**config.mk**
```make
export PLATFORM = sky130hd
export DESIGN_NAME = char_occ_counter
export DESIGN_NICKNAME = d
export VERILOG_FILES = /design/src/rtl/char_occ_pkg.sv /design/src/rtl/char_recognizer.sv /design/src/rtl/block_counter.sv /design/src/rtl/hit_counter.sv /design/src/rtl/char_occ_counter.sv
export SDC_FILE = /design/constraint.sdc
export NUM_CORES = 1
export LEC_CHECK = 0
export BUFFER_PORTS_ARGS = -buffer_cell sky130_fd_sc_hd__buf_2
export CAP_MARGIN = 0
export CORE_AREA = 8 8 89 71
export CTS_CLUSTER_SIZE = 40
export DETAILED_ROUTE_END_ITERATION = 10
export DIE_AREA = 0 0 97 79
export SLEW_MARGIN = 15
export SYNTH_ARGS = -nofsm -noshare
export SYNTH_HDL_FRONTEND = slang
export SYNTH_SLANG_ARGS = --single-unit
```
**constraint.sdc**
```tcl
create_clock -name clk -period 3.1 [get_ports clk]
set_clock_uncertainty 0.15 [all_clocks]
set_input_delay 0.775 -clock clk [delete_from_list [all_inputs] [get_ports clk]]
set_output_delay 0.775 -clock clk [all_outputs]
set_load 0.01 [all_outputs]
```
**src/rtl/char_occ_pkg.sv**
```systemverilog
package char_occ_pkg;
  localparam int CHAR_W = 8;
  typedef logic [CHAR_W-1:0] char_t;
  localparam char_t AT_CODE = 8'h40;
endpackage

```
**src/rtl/char_recognizer.sv**
```systemverilog
module char_recognizer
  import char_occ_pkg::*;
#(
  parameter char_t TARGET = AT_CODE
) (
  input  logic clk,
  input  logic rst_n,
  input  logic in_valid,
  input  logic in_bit,
  output logic char_end,
  output logic char_hit
);
  localparam int PH_W = $clog2(CHAR_W);
  localparam logic [PH_W-1:0] LAST_POS = PH_W'(CHAR_W - 1);

  logic [PH_W-1:0]   phase_q;
  logic [CHAR_W-2:0] window_q;
  char_t             cand;

  // newest bit enters as the least significant bit
  assign cand     = {window_q, in_bit};
  assign char_end = in_valid && (phase_q == LAST_POS);
  assign char_hit = char_end && (cand == TARGET);

  always_ff @(posedge clk) begin
    if (!rst_n) begin
      phase_q  <= '0;
      window_q <= '0;
    end else if (in_valid) begin
      window_q <= cand[CHAR_W-2:0];
      phase_q  <= (phase_q == LAST_POS) ? '0 : phase_q + 1'b1;
    end
  end
endmodule

```
**src/rtl/block_counter.sv**
```systemverilog
module block_counter #(
  parameter int CNT_W = 8
) (
  input  logic clk,
  input  logic rst_n,
  input  logic char_end,
  output logic block_end
);
  localparam logic [CNT_W-1:0] LAST_CHAR = {CNT_W{1'b1}};

  logic [CNT_W-1:0] chars_q;

  assign block_end = char_end && (chars_q == LAST_CHAR);

  always_ff @(posedge clk) begin
    if (!rst_n)        chars_q <= '0;
    else if (char_end) chars_q <= chars_q + 1'b1;
  end
endmodule

```
**src/rtl/hit_counter.sv**
```systemverilog
module hit_counter #(
  parameter int CNT_W = 8
) (
  input  logic             clk,
  input  logic             rst_n,
  input  logic             char_hit,
  input  logic             block_end,
  output logic [CNT_W-1:0] occ_count,
  output logic             blk_done,
  output logic [CNT_W-1:0] blk_total,
  output logic             blk_all_hit
);
  localparam logic [CNT_W-1:0] CEIL = {CNT_W{1'b1}};

  logic [CNT_W-1:0] occ_q;
  logic             at_ceil;
  logic [CNT_W-1:0] occ_inc;
  logic [CNT_W-1:0] closing;

  assign at_ceil = (occ_q == CEIL);
  assign occ_inc = at_ceil ? occ_q : occ_q + 1'b1;
  assign closing = char_hit ? occ_inc : occ_q;

  always_ff @(posedge clk) begin
    if (!rst_n) begin
      occ_q       <= '0;
      blk_done    <= 1'b0;
      blk_total   <= '0;
      blk_all_hit <= 1'b0;
    end else begin
      blk_done <= 1'b0;
      if (block_end) begin
        blk_total   <= closing;
        // ceiling reached over all earlier characters plus a final match
        blk_all_hit <= char_hit && at_ceil;
        blk_done    <= 1'b1;
        occ_q       <= '0;
      end else if (char_hit) begin
        occ_q <= occ_inc;
      end
    end
  end

  assign occ_count = occ_q;
endmodule

```
**src/rtl/char_occ_counter.sv**
```systemverilog
module char_occ_counter
  import char_occ_pkg::*;
#(
  parameter int    BLOCK_CHARS = 256,
  parameter char_t TARGET      = AT_CODE,
  localparam int   CNT_W       = $clog2(BLOCK_CHARS)
) (
  input  logic             clk,
  input  logic             rst_n,
  input  logic             in_valid,
  input  logic             in_bit,
  output logic [CNT_W-1:0] occ_count,
  output logic             blk_done,
  output logic [CNT_W-1:0] blk_total,
  output logic             blk_all_hit
);
  logic char_end;
  logic char_hit;
  logic block_end;

  generate
    if ((1 << CNT_W) != BLOCK_CHARS) begin : g_bad_size
      initial $error("BLOCK_CHARS must be a power of two");
    end
  endgenerate

  char_recognizer #(.TARGET(TARGET)) u_recog (
    .clk      (clk),
    .rst_n    (rst_n),
    .in_valid (in_valid),
    .in_bit   (in_bit),
    .char_end (char_end),
    .char_hit (char_hit)
  );

  block_counter #(.CNT_W(CNT_W)) u_blocks (
    .clk       (clk),
    .rst_n     (rst_n),
    .char_end  (char_end),
    .block_end (block_end)
  );

  hit_counter #(.CNT_W(CNT_W)) u_hits (
    .clk         (clk),
    .rst_n       (rst_n),
    .char_hit    (char_hit),
    .block_end   (block_end),
    .occ_count   (occ_count),
    .blk_done    (blk_done),
    .blk_total   (blk_total),
    .blk_all_hit (blk_all_hit)
  );
endmodule

```
; Word level (Yosys, flattened, before mapping)
; Cells that the tools add are included.
[word_totals]
out_inout_bits = 18
wordCells = 24
regBits = 36
[op_classes]
n_addsub = 3
n_eq_ne = 4
muxes = 4
n_bitwise = 1
n_reduce_logical = 5
[ops]
columns = operator, count
row1 = "adder 8 x 1 -> 8 bit, second input constant", 2
row2 = "equality test 8 bit, second input constant", 2
row3 = two-way mux 8 bit, 2
row4 = "equality test 8 x 7 -> 1 bit, second input constant", 1
row5 = logical AND 1 bit, 4
row6 = "adder 3 x 1 -> 3 bit, second input constant", 1
row7 = "equality test 3 bit, second input constant", 1
row8 = two-way mux 3 bit, 1
row9 = OR reduction 2 bit, 1
row10 = two-way mux 1 bit, 1
row11 = inverter 1 bit, 1

; Longest topological paths before layout
; Gate-level depths: netlist of the first run.
[depth]
word_depth = 4
mapped_depth = 8
mapped_depth_nobuf = 7

; Modules after synthesis
; From an unflattened synthesis of the first run, not the netlist that was laid out.
[hier_totals]
cells_unflattened = 160
hier_area_um2 = 1500.2
[modules_own_cells]
columns = module, area_per_inst_um2, cells_each, instances, seq_area_each_um2
row1 = hit_counter, 719.4, 81, 1, 360.3
row2 = char_recognizer, 412.9, 40, 1, 200.2
row3 = block_counter, 367.9, 39, 1, 160.2

; Worst setup path after synthesis of the first run
; OpenSTA, ideal clock, no wires.
[synth_timing]
path_kind = input-to-reg
start = in in_bit
end = reg u_hits.blk_total[6]
path_slack_ns = 0.958
cell_stages = 5
required_time_ns = 2.826
setup_ns = 0.124
arrival_time_ns = 1.868
path_cell_list = nor4b_2 > nand3_2 > or3_4 > mux2i_1 > o21ai_1
[synth_between]
elab_chain_cells = 3
[synth_rtl]
columns = item, line_no
row1 = "start, declared", char_occ_counter.sv:11  ; input logic in_bit,
row2 = equality test 8 x 7 -> 1 bit, char_recognizer.sv:23  ; assign char_hit = char_end && (cand == TARGET);
row3 = logical AND 1 bit, char_recognizer.sv:23
row4 = two-way mux 8 bit, --
row5 = "end signal, assigned", hit_counter.sv:33  ; blk_total <= closing;
row6 = "end, declared", hit_counter.sv:10  ; output logic [CNT_W-1:0] blk_total,
; Every way passes these cells.
; A chain may end at the register's enable or synchronous reset.

; Final worst setup path of the first run
[layout_timing]
start = reg u_recog.phase_q[0]
end = reg u_hits.blk_total[6]
[layout_between]
elab_chain_cells = 4
word_cells_on_any_way = 5
cone_classes = 1 x eq/ne / 1 x mux / 3 x reduce/logical
[layout_rtl]
columns = item, line_no
row1 = "start, declared", char_recognizer.sv:16  ; logic [PH_W-1:0] phase_q;
row2 = "start signal, assigned", char_recognizer.sv:31  ; phase_q <= (phase_q == LAST_POS) ? '0 : phase_q + 1'b1;
row3 = equality test 3 bit (*), char_recognizer.sv:22  ; assign char_end = in_valid && (phase_q == LAST_POS);
row4 = logical AND 1 bit (*), char_recognizer.sv:22
row5 = logical AND 1 bit, char_recognizer.sv:23
row6 = two-way mux 8 bit, --
; Mark *: on every way between the ends. The rest lies on a longest branch, timed or not.

==> impl_metrics.ini, run 1 <==
[status]
status = completed

[floorplanning]
initial_core_util_pct = 28.5
ioPinCount = 22
die-area_um2 = 7660
coreArea_um2 = 5040
rows = 23
die_h_um = 79
die_width_um = 97

[clock_tree]
numCtsBuffers = 5
cts_hold_buf = 0
cts_resized = 0
insertion_delay_ns = 0.29
htreeDepth = 2
cts_sinks = 36
cts.path.max_buffers = 2
postCtsSetupBuffers = 0
path_clk_slew_ns = 0.08
clockRootBuffer = clkbuf_8
cts_tree = built

[final_layout]
utilization_pct = 34.3
nets = 185
fillers = 514
n_antenna_cell = 0
area_growth_pct = 20.1
layout-drive-gt1-share_pct = 19.7

[critical_path]
r2r-start = u_recog.phase_q[0]
path_max_fanout = 8
cp_num_buf_inv = 0
start_kind = register
critical_path_cell_count = 7
cp.required_ns = 3.12
critPathKind = reg2reg
arrival_ns = 2.23
cpPeakStageDelay_ns = 0.44
cpMaxStageDelayCell = or3_4
cp-end-kind = register
reg2reg_to = u_hits.blk_total[6]
critPathMostFrequentCell = ha_1
crit_path_cell_trace = ha_1, ha_1, and2_1, nand3_2, or3_4, mux2i_1, o21ai_1
cp_top_family = simple AND/OR/NAND/NOR gates
r2r_slack_ns = 0.90
reg2reg_depth = 7

[synthesis]
synth_top_area_share_pct = 50.1
yosysTopAreaCell = dfxtp_1
synth_edf_count = 0
synth_area_um2 = 1440
ys.flop_type = dfxtp_1
async_flop_share_pct = 0
synth.distinct_cells = 30
yosysSeqAreaShare_pct = 50.1
synthCells = 151
avgSynthCellArea_um2 = 9.52
syn_nets = 159
yosysWarningCount = 0
synthTopCellsByArea = dfxtp_1 50%, mux2i_1 9.1%, nor2_1 7.0%, xnor2_1 4.9%, nand2_1 3.7%
netlist_top_cells_count = 36 x dfxtp_1, 27 x nor2_1, 14 x nand2_1
synth-seq-cells = 36
synth.most_common_cell = dfxtp_1

[power]
intPower_uw = 714
max-vdd-ir-drop_uv = 191
power.switching_uw = 193
p_sw_share_pct = 21.3
clkPwrFrac_pct = 45.5
p_total_uw = 907
p_comb_share_pct = 2.8
pwr-share-seq_pct = 51.7
p_leak_uw = 0.000719
powerDensity_nw_per_um2 = 525

[min_path]
hold_path_end = u_hits.blk_total[5]
hold_path.startpoint = u_hits.blk_total[5]
min_path_type = reg2reg
whs_path_depth = 2

[global_routing]
antenna_found_initial = 0
grt_max_degree = 20
grt_pass1_vias = 1032
grt_overflow_total = 0
grt_first_pass_wirelength_um = 4790
grt_usage_pct = 7.53

[detailed_routing]
drtPass1Iterations = 4
wl_per_cell_um = 11.7
routed_via_density = 4.51
ant_nets = 0
drc_errors = 0
drt_iter0_markers = 40
finalWirelength_um = 2820
vias = 1082

[timing]
setup_viol = 0
layout_min_cycle_time_ns = 2.20
rsz0062_at_grt = no
fmax_mhz = 454
setup_tns_ns = 0
min_period_over_period_pct = 71.1
hold_violations = 0
drv_slew = 0
tightest_slew_ns = 0.898
slew_headroom_pct = 39.9

[placement]
routabilityCongestion = 0.733
port_buffers = 21
dp_hpwl_um = 2020

[job]
maxCapViolations = 0
-- area by class of cell --
type,count,area [µm²],area share (%)
multi-input cells,109,693,40.1
well taps,62,77.6,4.49
flip-flops and latches,36,721,41.7
clock inverters,3,42.5,2.46
clock buffers,5,68.8,3.99
repair buffers,22,113,6.52
inverters,3,11.3,0.652
-- worst register-to-register path: stages, from the launching register on --
cell	delay, ns
dfxtp_1	0.36
ha_1	0.16
ha_1	0.19
and2_1	0.29
nand3_2	0.22
or3_4	0.45
mux2i_1	0.19
o21ai_1	0.09
-- per-layer routing --
metal  vias to the layer above  part of all wire [%]  GRT usage, %
met4                         0                  0.46          2.30
met1                       490                    49          8.57
met3                         2                   6.8          3.64
li1                        572                     -             -
met2                        18                    43          12.3
met5                         -                     0             0
-- metrics by stage --
| step | worst slack (ns) | hold slack [ns] | std cells | area (µm²) |
|---|---|---|---|---|
| 2_1_floorplan | 0.958 | 0.308 | 151 | 1440 |
| 3_3_place_gp | 0.715 | 0.282 | 232 | 1620 |
| 3_5_place_dp | 0.706 | 0.289 | 232 | 1620 |
| 4_1_cts | 0.863 | 0.304 | 240 | 1730 |
| 5_1_grt | 0.745 | 0.339 | 240 | 1730 |
| 6_report | 0.896 | 0.299 | 240 | 1730 |
-- state kept, by name (all words and copies together), names as in the netlist --
register and cells:
u_hits.blk_total 8, u_recog.phase_q 3, u_hits.occ_count 8, u_hits.blk_all_hit 1
u_hits.blk_done 1, u_recog.window_q 7, u_blocks.chars_q 8
-- worst max path at each step --
stage                             startpoint             endpoint
after floorplan                       in_bit  u_hits.blk_total[6]
after global placement              in_valid  u_hits.blk_total[6]
after detailed placement              in_bit  u_hits.blk_total[6]
after CTS                 u_recog.phase_q[0]  u_hits.blk_total[6]
after global routing      u_recog.phase_q[0]  u_hits.blk_total[6]
final                     u_recog.phase_q[0]  u_hits.blk_total[6]
-- placed cells by master (no fill, tap or decap), types with 2 or more instances in the layout --
master / n
clkbuf_8: 5
inv_1: 2
a21oi_1: 3
nand2_1: 14
buf_2: 21
xor2_1: 3
o21ai_1: 2
nor3_1: 5
ha_1: 4
dfxtp_1: 36
nand4_1: 5
xnor2_1: 8
nor2_1: 27
o21ai_0: 6
nand3_1: 5
o31ai_1: 2
mux2i_1: 13
-- power groups by stage --
| stage | registers (µW) | clock network [µW] | logic (µW) |
|---|---|---|---|
| after floorplan | 479 | 0 | 17.9 |
| after global placement | 480 | 0 | 25.2 |
| after detailed placement | 480 | 0 | 25.6 |
| after CTS | 469 | 417 | 25.8 |
| after global routing | 470 | 437 | 28.6 |
| final | 469 | 412 | 25.3 |
-- logic make-up after synthesis --
group	after synthesis	synth area share, %
fa+ha+maj	4	3.48
compound gates	16	6.35
simple gates	65	22.6
buf+inv	6	1.65
flops	36	50.1
mux	13	9.05
xor+xnor	11	6.70
Note: power is estimated with default switching activity, not from simulation.
==> run 2, diff against run 1 <==
==> constraint.sdc (replaced) <==
create_clock -name clk -period 2.1 [get_ports clk]
set_clock_uncertainty 0.15 [all_clocks]
set_input_delay 0.525 -clock clk [delete_from_list [all_inputs] [get_ports clk]]
set_output_delay 0.525 -clock clk [all_outputs]
set_load 0.01 [all_outputs]
==> impl_metrics.ini, run 2 (synthesis gave the netlist of run 1 again) <==
[global_routing]
antenna_found_initial = 0
grt_max_degree = 19
grt_overflow_total = 0
grt_usage_pct = 7.36
grt_pass1_vias = 1046
grt_first_pass_wirelength_um = 4660

[timing]
layout_min_cycle_time_ns = 1.93
worst_hold_slack_ns = 0.294
hold_violations = 0
drv_slew = 0
setup_tns_ns = 0
slew_headroom_pct = 76.4
setup_viol = 0
rsz0062_at_grt = no
min_period_over_period_pct = 92.1
fmax_mhz = 517
fin_ws_ns = 0.166
tightest_slew_ns = 0.351

[power]
powerDensity_nw_per_um2 = 686
clkPwrFrac_pct = 39.8
p_comb_share_pct = 3.4
intPower_uw = 974
p_leak_uw = 0.000751
pwr-share-seq_pct = 56.8
power.switching_uw = 247
p_sw_share_pct = 20.2
max-vdd-ir-drop_uv = 305

[critical_path]
cpMaxStageDelayCell = or3_4
arrival_ns = 1.95
r2r_slack_ns = 0.17
reg2reg_to = u_hits.blk_total[6]
critPathMostFrequentCell = ha_1
cpPeakStageDelay_ns = 0.41
crit_path_cell_trace = ha_1, ha_1, and2_4, nand3_4, or3_4, mux2i_1, o21ai_1
cp-end-kind = register
cp.required_ns = 2.11
reg2reg_depth = 7
critPathKind = reg2reg
r2r-start = u_recog.phase_q[0]
path_max_fanout = 7
start_kind = register

[final_layout]
nets = 193
stdcell_count = 248
seq_area_um2 = 721
n_antenna_cell = 0
utilization_pct = 35.4
final_cell_mix = 36 x dfxtp_1, 27 x nor2_1, 21 x buf_2, 14 x nand2_1, 13 x mux2i_1
area_growth_pct = 23.8
fillers = 518
final_common_cell = dfxtp_1
multi_input_area_um2 = 708
layout-drive-gt1-share_pct = 23.1

[detailed_routing]
routed_via_density = 4.44
ant_nets = 0
finalWirelength_um = 2780
drtPass1Iterations = 4
wl_per_cell_um = 11.2
drt_iter0_markers = 16
vias = 1101
drc_errors = 0

[placement]
dp_hpwl_um = 2090
routabilityCongestion = 0.701
dp_slack_ns = 0.00557
port_buffers = 21
dpl.cell_count = 240

[min_path]
hold_path_end = u_hits.blk_total[5]
min_path_type = reg2reg
whs_path_depth = 2
hold_path.startpoint = u_hits.blk_total[5]

[clock_tree]
cts_sinks = 36
numCtsBuffers = 5
cts.path.max_buffers = 2
path_clk_slew_ns = 0.07
insertion_delay_ns = 0.27
cts_hold_buf = 0
cts_tree = built
htreeDepth = 2
clockRootBuffer = clkbuf_8

[floorplanning]
rows = 23
coreArea_um2 = 5040
die_h_um = 79
ioPinCount = 22
initial_core_util_pct = 28.5
die_width_um = 97
die-area_um2 = 7660

[job]
maxCapViolations = 0

[status]
status = completed
-- run 2: through the flow --
stage / cell area (µm²) / power (µW)
floorplan: 1440 / 734
global placement: 1680 / 750
detailed placement: 1680 / 751
CTS: 1770 / 1250
global route: 1780 / 1280
finish: 1780 / 1220
-- run 2: layout make-up --
| type | instances | area share, % |
|---|---|---|
| repair buffers | 30 | 9.70 |
| inverters | 3 | 0.632 |
| flip-flops and latches | 36 | 40.5 |
| clock buffers | 8 | 5.06 |
| well taps | 62 | 4.36 |
| multi-input cells | 109 | 39.8 |
-- run 2: power groups by stage --
stage	logic, µW	registers, µW	clock network (µW)
after floorplan	26.4	708	0
after global placement	41.6	708	0
after detailed placement	42.0	709	0
after CTS	42.1	693	514
after global routing	47.2	694	536
final	41.8	693	486
-- run 2: what timing repair did --
item	CTS	global route
resized for setup	0	3
buffers inserted	0	0
setup endpoints to repair	0	7
-- run 2: worst max-delay path, delay by kind of cell (launching register included) --
family                   cells  cell delay [ns]
flip-flops                   1             0.36
AO/OA/AOI/OAI                1             0.09
AND/OR/NAND/NOR              3             0.69
adder cells (fa/ha/maj)      2             0.35
multiplexers                 1             0.19
-- run 2: worst max-delay path by stage --
| stage | slack (ns) | endpoint | start | depth (start not counted) |
|---|---|---|---|---|
| detailed placement | 0.006 | u_hits.blk_total[6] | in_bit | 6 |
| finish | 0.17 | u_hits.blk_total[6] | u_recog.phase_q[0] | 7 |
| CTS | 0.08 | u_hits.blk_total[6] | u_recog.phase_q[0] | 7 |
| floorplan | 0.13 | u_hits.blk_total[6] | u_recog.phase_q[0] | 8 |
| global placement | 0.03 | u_hits.blk_total[6] | in_bit | 6 |
| global route | 0.06 | u_hits.blk_total[6] | u_recog.phase_q[0] | 7 |
-- run 2: per-layer routing --
metal / global-route usage [%] / vias to the layer above / share of wire, %
met2: 11.5 / 22 / 43
li1: - / 584 / -
met1: 8.77 / 493 / 50
met3: 3.29 / 2 / 5.8
met5: 0 / - / 0
met4: 2.76 / 0 / 0.47
